## src/rtl/pinmux_pkg.sv

```systemverilog
package pinmux_pkg;
   localparam logic SEL_DATA = 1'b0;
   localparam logic SEL_DIR  = 1'b1;

   typedef enum logic [1:0] {
      SYNC_RESET_LOW = 2'd0,
      SYNC_NO_RESET  = 2'd1
   } sync_kind_e;
endpackage

```

## src/rtl/pinmux_sync.sv

```systemverilog
module pinmux_sync
   import pinmux_pkg::*;
#(
   parameter int         WIDTH  = 8,
   parameter int         STAGES = 2,
   parameter sync_kind_e KIND   = SYNC_RESET_LOW
) (
   input  logic             clk,
   input  logic             rst_n,
   input  logic [WIDTH-1:0] d,
   output logic [WIDTH-1:0] q
);
   logic [WIDTH-1:0] stage_q [STAGES];

   generate
      if (KIND == SYNC_RESET_LOW) begin : g_rst
         always_ff @(posedge clk or negedge rst_n) begin
            if (!rst_n) begin
               for (int s = 0; s < STAGES; s++) stage_q[s] <= '0;
            end else begin
               stage_q[0] <= d;
               for (int s = 1; s < STAGES; s++) stage_q[s] <= stage_q[s-1];
            end
         end
      end else begin : g_norst
         logic unused_rst;
         assign unused_rst = rst_n;
         always_ff @(posedge clk) begin
            stage_q[0] <= d;
            for (int s = 1; s < STAGES; s++) stage_q[s] <= stage_q[s-1];
         end
      end
   endgenerate

   assign q = stage_q[STAGES-1];
endmodule

```

## src/rtl/pinmux_regs.sv

```systemverilog
module pinmux_regs
   import pinmux_pkg::*;
#(
   parameter int N_PINS = 8
) (
   input  logic              clk,
   input  logic              rst_n,
   input  logic              wr,
   input  logic              sel,
   input  logic [N_PINS-1:0] wdata,
   input  logic [N_PINS-1:0] pin_sync,
   output logic [N_PINS-1:0] data_q,
   output logic [N_PINS-1:0] dir_q,
   output logic [N_PINS-1:0] rdata
);
   logic [N_PINS-1:0] data_view;

   always_ff @(posedge clk or negedge rst_n) begin
      if (!rst_n) begin
         data_q <= '0;
         dir_q  <= '0;
      end else if (wr) begin
         if (sel == SEL_DATA) data_q <= wdata;
         else                 dir_q  <= wdata;
      end
   end

   // per pin: outputs read back the latch, inputs read the synchronized pad
   assign data_view = (data_q & dir_q) | (pin_sync & ~dir_q);
   assign rdata     = (sel == SEL_DIR) ? dir_q : data_view;
endmodule

```

## src/rtl/pinmux_resolve.sv

```systemverilog
module pinmux_resolve #(
   parameter int N_ALT = 4
) (
   input  logic [N_ALT-1:0] en,
   input  logic [N_ALT-1:0] alt_out,
   input  logic [N_ALT-1:0] alt_oe,
   input  logic             gpio_out,
   input  logic             gpio_oe,
   output logic             pin_out,
   output logic             pin_oe
);
   // walk from lowest rung upward so the highest enabled rung is applied last
   always_comb begin
      pin_out = gpio_out;
      pin_oe  = gpio_oe;
      for (int k = N_ALT - 1; k >= 0; k--) begin
         if (en[k]) begin
            pin_out = alt_out[k];
            pin_oe  = alt_oe[k];
         end
      end
   end
endmodule

```

## src/rtl/pinmux_port.sv

```systemverilog
module pinmux_port
   import pinmux_pkg::*;
#(
   parameter int         N_PINS      = 8,
   parameter int         N_ALT       = 4,
   parameter int         SYNC_STAGES = 2,
   parameter sync_kind_e SYNC_KIND   = SYNC_RESET_LOW
) (
   input  logic                    clk,
   input  logic                    rst_n,
   input  logic                    reg_wr,
   input  logic                    reg_sel,
   input  logic [N_PINS-1:0]       reg_wdata,
   output logic [N_PINS-1:0]       reg_rdata,
   input  logic [N_ALT*N_PINS-1:0] fn_en,
   input  logic [N_ALT*N_PINS-1:0] fn_out,
   input  logic [N_ALT*N_PINS-1:0] fn_oe,
   input  logic [N_PINS-1:0]       pad_in,
   output logic [N_PINS-1:0]       pad_out,
   output logic [N_PINS-1:0]       pad_oe,
   output logic [N_PINS-1:0]       fn_rx
);
   localparam int FLAT_W = N_ALT * N_PINS;

   generate
      if (N_PINS < 1)      begin : g_bad_pins  $error("N_PINS must be at least 1"); end
      if (N_ALT < 1)       begin : g_bad_alt   $error("N_ALT must be at least 1"); end
      if (SYNC_STAGES < 2) begin : g_bad_sync  $error("SYNC_STAGES must be at least 2"); end
      if (FLAT_W > 4096)   begin : g_bad_flat  $error("N_ALT*N_PINS too large"); end
   endgenerate

   logic [N_PINS-1:0] pin_sync;
   logic [N_PINS-1:0] data_q;
   logic [N_PINS-1:0] dir_q;

   pinmux_sync #(
      .WIDTH  (N_PINS),
      .STAGES (SYNC_STAGES),
      .KIND   (SYNC_KIND)
   ) u_sync (
      .clk   (clk),
      .rst_n (rst_n),
      .d     (pad_in),
      .q     (pin_sync)
   );

   pinmux_regs #(
      .N_PINS (N_PINS)
   ) u_regs (
      .clk      (clk),
      .rst_n    (rst_n),
      .wr       (reg_wr),
      .sel      (reg_sel),
      .wdata    (reg_wdata),
      .pin_sync (pin_sync),
      .data_q   (data_q),
      .dir_q    (dir_q),
      .rdata    (reg_rdata)
   );

   assign fn_rx = pin_sync;

   generate
      for (genvar p = 0; p < N_PINS; p++) begin : g_pin
         logic [N_ALT-1:0] en_p;
         logic [N_ALT-1:0] out_p;
         logic [N_ALT-1:0] oe_p;
         for (genvar k = 0; k < N_ALT; k++) begin : g_rung
            assign en_p[k]  = fn_en [k*N_PINS + p];
            assign out_p[k] = fn_out[k*N_PINS + p];
            assign oe_p[k]  = fn_oe [k*N_PINS + p];
         end
         pinmux_resolve #(
            .N_ALT (N_ALT)
         ) u_res (
            .en       (en_p),
            .alt_out  (out_p),
            .alt_oe   (oe_p),
            .gpio_out (data_q[p]),
            .gpio_oe  (dir_q[p]),
            .pin_out  (pad_out[p]),
            .pin_oe   (pad_oe[p])
         );
      end
   endgenerate
endmodule

```

## config.mk

```make
export PLATFORM = sky130hd
export DESIGN_NAME = pinmux_port
export DESIGN_NICKNAME = d
export VERILOG_FILES = /design/src/rtl/pinmux_pkg.sv /design/src/rtl/pinmux_sync.sv /design/src/rtl/pinmux_regs.sv /design/src/rtl/pinmux_resolve.sv /design/src/rtl/pinmux_port.sv
export SDC_FILE = /design/constraint.sdc
export NUM_CORES = 1
export LEC_CHECK = 0
export CAP_MARGIN = 25
export CELL_PAD_IN_SITES_DETAIL_PLACEMENT = 1
export CELL_PAD_IN_SITES_GLOBAL_PLACEMENT = 1
export CORE_MARGIN = 2
export CORE_UTILIZATION = 49
export CTS_BUF_LIST = sky130_fd_sc_hd__clkbuf_2 sky130_fd_sc_hd__clkbuf_4 sky130_fd_sc_hd__clkbuf_8
export DETAILED_ROUTE_END_ITERATION = 7
export DONT_BUFFER_PORTS = 1
export GPL_TIMING_DRIVEN = 0
export PLACE_DENSITY_LB_ADDON = 0.1
export SKIP_CTS_REPAIR_TIMING = 1
export SLEW_MARGIN = 40
export SYNTH_ARGS = -nofsm -noshare
export SYNTH_HDL_FRONTEND = slang
export SYNTH_SLANG_ARGS = --single-unit
```

## constraint.sdc

```tcl
create_clock -name clk -period 2.3 [get_ports clk]
set_input_delay 0.46 -clock clk [delete_from_list [all_inputs] [get_ports clk]]
set_output_delay 0.46 -clock clk [all_outputs]
set_load 0.005 [all_outputs]
```

# After elaboration in Yosys (flattened, before gate mapping)

Cells that the tools add are included.

Muxes and demuxes: 65
Bitwise logic cells: 5
Reductions and logical operators: 2

Operators with widths:

| operator            | count |
|---|---|
| 2-to-1 mux 1 bit    | 64 |
| bitwise AND 8 bit   | 2 |
| 2-to-1 mux 8 bit    | 1 |
| NOT 8 bit           | 1 |
| OR 8 bit            | 1 |
| AND reduction 2 bit | 2 |
| NOT 1 bit           | 1 |

Flip-flop bits (word level): 32
Bits of input ports: 116
Output and inout bits: 32
Logic and storage cells: 76

# Depth between registers and ports, before layout

Gate-level depths: netlist of the first run.

Depth after elaboration: 4
Gate-level depth with buffers: 5
Mapped depth without buffers: 3

# Cells and area by module

Synthesis of the first run repeated with hierarchy kept, for this count alone.

Cell total of the unflattened synthesis: 189
Area, all modules: 1928.1 µm²

Modules (own cells, without submodules):

| module         | instances | cells each | area an instance (µm²) | sequential area each (µm²) |
|---|---|---|---|---|
| pinmux_regs    | 1         | 61         | 787.0                  | 400.4 |
| pinmux_resolve | 8         | 13         | 85.1                   | 0.0 |
| pinmux_sync    | 1         | 24         | 460.4                  | 400.4 |

# Least setup slack after synthesis of the first run

OpenSTA, ideal clock, no wires.

Path type: input -> output
Start point: input fn_en[24]
End point: output pad_out[0]
Arrival: 1.054 ns
Required time: 1.840 ns
Path slack: 0.786 ns
Cell stages on the path: 4
Path buffers: 1
Cells stage by stage: nor2b_1 -> a2111oi_0 -> o21ai_1 -> buf_4

Cells in the longest elaborated chain, start to end: 4

Ends and longest elaborated chain:

| what                           | RTL line             | text |
|---|---|---|
| start, declared                | pinmux_port.sv:15    | `input logic [N_ALT*N_PINS-1:0] fn_en,` |
| 2-to-1 mux 1 bit (4 in series) | pinmux_resolve.sv:17 | `if (en[k]) begin` |
| end, declared                  | pinmux_port.sv:19    | `output logic [N_PINS-1:0] pad_out,` |

No other way between the ends.

# Worst setup path after layout of the first run

Start point: register u_regs.data_q[7]
End point: output pad_out[7]

Cells in the longest elaborated chain, start to end: 4

Ends and longest elaborated chain:

| what                           | RTL line             | text |
|---|---|---|
| start, declared                | pinmux_regs.sv:12    | `output logic [N_PINS-1:0] data_q,` |
| start signal, assigned         | pinmux_regs.sv:23    | `if (sel == SEL_DATA) data_q <= wdata;` |
| 2-to-1 mux 1 bit (4 in series) | pinmux_resolve.sv:17 |  |

No other way between the ends.

==> impl_metrics.yaml, run 1 <==
clock_network:
  cts_root_buf: "clkbuf_8"
  clock_path_buffers: 2
  cts_inserted_buffers: 5
  htree_levels: 2
  cts_tree: "yes"
  clock_latency_ps: 280
  clock-sinks: 32
  cts.reportedPaths.clkPinSlew_ps: 60
sta:
  fin_worst_skew_ps: 1.75
  hold_viol: 0
  slew-limit-headroom_pct: 62.9
  final.setup.tns_ps: 0
  rsz0062_at_grt: "no"
  maxSlewViolCount: 0
  setup_violations: 0
  worst_slew_pin_slew_ps: 543
  setup_slack_ps: 207
  min_period_over_period_pct: 91.0
  layout_min_cycle_time_ps: 2090
  fmax_ghz: 0.478
die:
  die_y_um: 68.3
  start_util_pct: 50.6
  die_area_mm2: 0.00466
  num_rows: 23
  die_w_um: 68.3
  core-area_mm2: 0.00400
  io_pins: 148
critical_path:
  timing.rr.start: "u_regs.dir_q[5]$_DFFE_PN0P_"
  cpMaxStageDelayCell: "a2111oi_0"
  cp_max_fo: 3
  cp-startpoint: "u_regs.data_q[7]$_DFFE_PN0P_"
  setup.worst_path.class: "register to primary output"
  required_ps: 1840
  startpoint_type: "register"
  cp.arrival_ps: 1630
  cp_num_buf_inv: 1
  end_kind: "primary output"
  path_delay_family: "compound AO/OA/AOI/OAI gates"
  cp_cell_sequence: "nor2b_1 > a2111oi_0 > o21ai_1 > buf_4"
  cp_slowest_stage_delay_ps: 520
pwr:
  leakagePower_nw: 0.946
  totalPowerFinal_w: 0.00140
  power_density_mw_per_mm2: 633
  ir_drop_mv: 0.360
placed_design:
  post-place-ws_ps: 580
  port_buffers: 0
  dpl-instance-area_mm2: 0.00209
  hpwl_um: 4250
  place.gp.congestion: 0.717
grt:
  gr-usage-met2_pct: 41.9
  met3_usage_pct: 7.89
  antenna_found_initial: 0
  grt_start_max_net_pins: 33
  grt_use_met1_pct: 22.4
  grt_busiest_layer: "met2"
  first_global_vias: 1721
  track_usage_pct: 22.0
  grt.overflow.total: 0
  grt_pass1_wl_um: 7450
synthesis:
  syn-num-nets: 328
  ys_seq_area_share_pct: 39.6
  yosys.cell_types.count: 19
  yosys_register_bits: 32
  yosysTopAreaCellShare_pct: 39.6
  synth_cells: 212
  yosysTopAreaCell: "dfrtp_1"
  syn_area_per_cell_um2: 9.55
  synth_top_cells_by_area: "dfrtp_1 (40%), buf_4 (8.9%), nor2b_1 (7.4%), a2111oi_0 (6.9%), mux2_4 (5.9%)"
  yosys_warnings: 0
  netlist_area_mm2: 0.00202
finish:
  area_growth_pct: 8.90
  fillers: 465
  layout-drive-gt1-share_pct: 24.4
  num-nets-final: 336
  diodes: 0
  stdcell_area_mm2: 0.00220
detailed_routing:
  drtIter0Drc: 28
  detail-route-antenna-nets: 0
  via_count: 1633
  vias_per_cell: 6.03
  post-route-drc-count: 0
  routedWlPerCell_um: 19.8
  first_pass_iters: 3
  wl_um: 5360
flow_run:
  cap_viol_max_count: 0
hold_path:
  hp-class: "primary input to asynchronous set/reset pin"
outcome:
  outcome: "finished, final reports clean"
[sequential cells by signal, indices dropped and copies added, names as in the netlist]
signal	cells
u_regs.dir_q	8
u_regs.data_q	8
u_sync.q	8
u_sync.stage_q	8
[cell usage in the layout, fill, tap and decap left out]
cell | netlist | layout
dfrtp_1 | 32 | 32
nand2_1 | 30 | 30
nor2b_1 | 24 | 24
buf_4 | 24 | 24
a2111oi_0 | 16 | 16
nor2_1 | 15 | 15
o21ai_0 | 9 | 9
nor3b_1 | 8 | 8
o41ai_1 | 8 | 8
inv_1 | 8 | 8
a221o_1 | 8 | 8
o21ai_1 | 8 | 8
mux2_2 | 8 | 8
mux2_4 | 8 | 8
clkbuf_8 | 0 | 6
buf_6 | 2 | 2
clkbuf_4 | 0 | 2
nand2b_1 | 1 | 1
buf_2 | 1 | 1
nand2_2 | 1 | 1
nor2b_2 | 1 | 1
buf_12 | 0 | 1
[path summary, 6_finish.rpt]
kind | endpoint | slack [ps] | depth (start not counted)
worst max-delay path | pad_out[7] | 210 | 4
worst min-delay path | u_regs.data_q[1]$_DFFE_PN0P_ | 0.5 | 1
worst max register to register | u_regs.dir_q[5]$_DFFE_PN0P_ | 1490 | 1
worst min register to register | u_sync.q[7]$_DFF_PN0_ | 350 | 0
max in group asynchronous | u_regs.data_q[6]$_DFFE_PN0P_ | 2130 | 1
min in group clk | u_sync.stage_q[13]$_DFF_PN0_ | 210 | 0
[cell families after synthesis]
logic type	Yosys count	share of synthesized area [%]
AND/OR/NAND/NOR	80	19.8
multiplexers	16	10.4
buffers and inverters	35	11.7
AO/OA/AOI/OAI	49	18.5
flip-flops	32	39.6
[per-stage QoR]
stage | util (%) | cells | hold WS [ps]
2_1_floorplan | - | 212 | 164
3_3_place_gp | 52.2 | 262 | 165
3_5_place_dp | 52.2 | 262 | 165
4_1_cts | 54.6 | 270 | -136
5_1_grt | 55.1 | 271 | -0.584
6_report | 55.1 | 271 | 0.529
[layout make-up]
class / count / area [um^2] / share of cell area (%)
Tap cell: 50 / 62.6 / 2.84
Buffer: 27 / 208 / 9.42
Clock buffer: 8 / 97.6 / 4.43
Multi-Input combinational cell: 145 / 986 / 44.7
Inverter: 8 / 30.0 / 1.36
Timing Repair Buffer: 1 / 20.0 / 0.908
Sequential cell: 32 / 801 / 36.3
[cells in the mapped netlist (all sizes together)]
| library cell | count |
|---|---|
| nor2b | 25 |
| mux2 | 16 |
| a221o | 8 |
| nand2b | 1 |
| nor3b | 8 |
| o41ai | 8 |
| o21ai | 17 |
| a2111oi | 16 |
| dfrtp | 32 |
| nand2 | 31 |
| nor2 | 15 |
| inv | 8 |
| buf | 27 |
[power breakdown]
part	internal [W]	leakage [nW]	switching, W
clock network	0.000267	0.0523	0.000194
registers	0.000619	0.374	0.0000403
logic	0.000162	0.520	0.000113
[layer usage]
metal | up-vias | wire length, um | share of wire (%)
met5 | - | 0 | 0
li1 | 756 | - | -
met3 | 6 | 459 | 8.6
met2 | 83 | 2940 | 55
met1 | 788 | 1910 | 36
met4 | 0 | 43 | 0.80
Note: power is estimated with default switching activity, not from simulation.
==> run 2, diff against run 1 <==
--- a/config.mk
+++ b/config.mk
@@ -14,9 +14,8 @@
 export DETAILED_ROUTE_END_ITERATION = 7
 export DONT_BUFFER_PORTS = 1
 export GPL_TIMING_DRIVEN = 0
-export PLACE_DENSITY_LB_ADDON = 0.1
+export PLACE_DENSITY = 0.88
 export SKIP_CTS_REPAIR_TIMING = 1
-export SLEW_MARGIN = 40
 export SYNTH_ARGS = -nofsm -noshare
 export SYNTH_HDL_FRONTEND = slang
 export SYNTH_SLANG_ARGS = --single-unit
==> run 2 against run 1 <==
Net effect:
- first-iteration DRC count is 11% lower
- total power decreased by 1.2%
- fmax rose by 7.7%
- wire length fell by 15%
- design area is essentially flat
- largest cell class unchanged
- register-to-register slack barely moved
- non-clock buffer count did not move
- critical path depth unchanged
==> impl_metrics.yaml, run 2 (synthesis gave the netlist of run 1 again) <==
critical_path:
  setup.worst_path.class: "register to primary output"
  path_delay_family: "compound AO/OA/AOI/OAI gates"
  cp_slowest_stage_delay_ps: 410
  cp_num_buf_inv: 1
  startpoint_type: "register"
  cp_max_fo: 3
  reg2reg_depth: 1
  timing.rr.start: "u_regs.dir_q[5]$_DFFE_PN0P_"
  cp_cell_sequence: "nor2b_1 > a2111oi_0 > o21ai_1 > buf_4"
  cp.arrival_ps: 1480
  worstReg2RegEnd: "u_regs.dir_q[5]$_DFFE_PN0P_"
  required_ps: 1840
  r2r_setup_slack_ps: 1500
  cpMaxStageDelayCell: "dfrtp_1"
  end_kind: "primary output"
clock_network:
  clock-sinks: 32
  cts_tree: "yes"
  cts.reportedPaths.clkPinSlew_ps: 60
  clock_path_buffers: 2
  htree_levels: 2
  clock_latency_ps: 280
  cts_root_buf: "clkbuf_8"
  cts_inserted_buffers: 5
grt:
  grt_pass1_wl_um: 6760
  track_usage_pct: 19.6
  grt.overflow.total: 0
  first_global_vias: 1672
  antenna_found_initial: 0
  grt_start_max_net_pins: 33
die:
  start_util_pct: 50.6
  die_w_um: 68.3
  die_y_um: 68.3
  num_rows: 23
  core-area_mm2: 0.00400
  die_area_mm2: 0.00466
  io_pins: 148
pwr:
  combPwrFrac_pct: 19.4
  p_sw_share_pct: 24.1
  p_sw_w: 0.000333
  ir_drop_mv: 0.314
  clkPwrFrac_pct: 32.7
  p_int_w: 0.00105
  power_density_mw_per_mm2: 626
  p_seq_share_pct: 47.8
  leakagePower_nw: 0.944
finish:
  final_cell_mix: "dfrtp_1 (32), nand2_1 (30), nor2b_1 (24), buf_4 (24), a2111oi_0 (16)"
  layout-drive-gt1-share_pct: 24.1
  final_common_cell: "dfrtp_1"
  area_growth_pct: 8.84
  stdcell_area_mm2: 0.00220
  diodes: 0
  num-nets-final: 336
sta:
  worst_slew_pin_slew_ps: 461
  slew-limit-headroom_pct: 68.5
  setup_slack_ps: 357
  layout_min_cycle_time_ps: 1940
  final.setup.tns_ps: 0
  maxSlewViolCount: 0
  fmax_ghz: 0.515
  rsz0062_at_grt: "no"
  hold_viol: 0
  min_period_over_period_pct: 84.5
  setup_violations: 0
  fin_worst_skew_ps: 3.14
detailed_routing:
  via_count: 1595
  detail-route-antenna-nets: 0
  drtIter0Drc: 25
  post-route-drc-count: 0
  wl_um: 4540
  vias_per_cell: 5.91
  first_pass_iters: 4
  routedWlPerCell_um: 16.8
flow_run:
  cap_viol_max_count: 0
hold_path:
  hp-class: "primary input to asynchronous set/reset pin"
placed_design:
  place.gp.congestion: 0.716
  hpwl_um: 3650
  port_buffers: 0
  dpl-instance-area_mm2: 0.00209
  post-place-ws_ps: 619
outcome:
  outcome: "finished, final reports clean"
## run 2: layer usage
| layer | GRT usage [%] | routed length, um |
|---|---|---|
| met4 | 4.50 | 27 |
| met5 | 0 | 0 |
| met2 | 36.9 | 2310 |
| met1 | 20.2 | 1670 |
| met3 | 7.89 | 533 |
## run 2: final cells by class
| type | instances | area (um^2) |
|---|---|---|
| Buffer | 27 | 208 |
| Clock buffer | 7 | 96.3 |
| Fill cell | 454 | 1800 |
| Inverter | 8 | 30.0 |
| Multi-Input combinational cell | 145 | 986 |
| Sequential cell | 32 | 801 |
| Tap cell | 50 | 62.6 |
| Timing Repair Buffer | 1 | 20.0 |
## run 2: metrics by stage
| stage | util (%) | cells | hold WS (ps) | total power, W |
|---|---|---|---|---|
| finish | 55.1 | 270 | 1.67 | 0.00138 |
| global route | 55.1 | 270 | 11.3 | 0.00146 |
| CTS | 54.6 | 269 | -136 | 0.00138 |
| detailed placement | 52.2 | 262 | 165 | 0.000927 |
| global placement | 52.2 | 262 | 165 | 0.000915 |
| floorplan | - | 212 | 164 | 0.000880 |
## run 2: power by group through the flow
stage | Combinational [W] | Clock [W] | Sequential, W
6_report | 0.000268 | 0.000452 | 0.000660
5_1_grt | 0.000304 | 0.000487 | 0.000670
4_1_cts | 0.000259 | 0.000464 | 0.000661
3_5_place_dp | 0.000257 | 0 | 0.000670
3_3_place_gp | 0.000248 | 0 | 0.000667
2_1_floorplan | 0.000225 | 0 | 0.000655
## run 2: worst max-delay path by stage
| stage | startpoint | end | cells past startpoint |
|---|---|---|---|
| finish | u_regs.data_q[0]$_DFFE_PN0P_ | pad_out[0] | 4 |
| global route | u_regs.data_q[0]$_DFFE_PN0P_ | pad_out[0] | 4 |
| CTS | u_regs.dir_q[6]$_DFFE_PN0P_ | pad_oe[6] | 4 |
| detailed placement | fn_en[30] | pad_oe[6] | 3 |
| global placement | fn_en[30] | pad_oe[6] | 3 |
| floorplan | fn_en[24] | pad_out[0] | 4 |
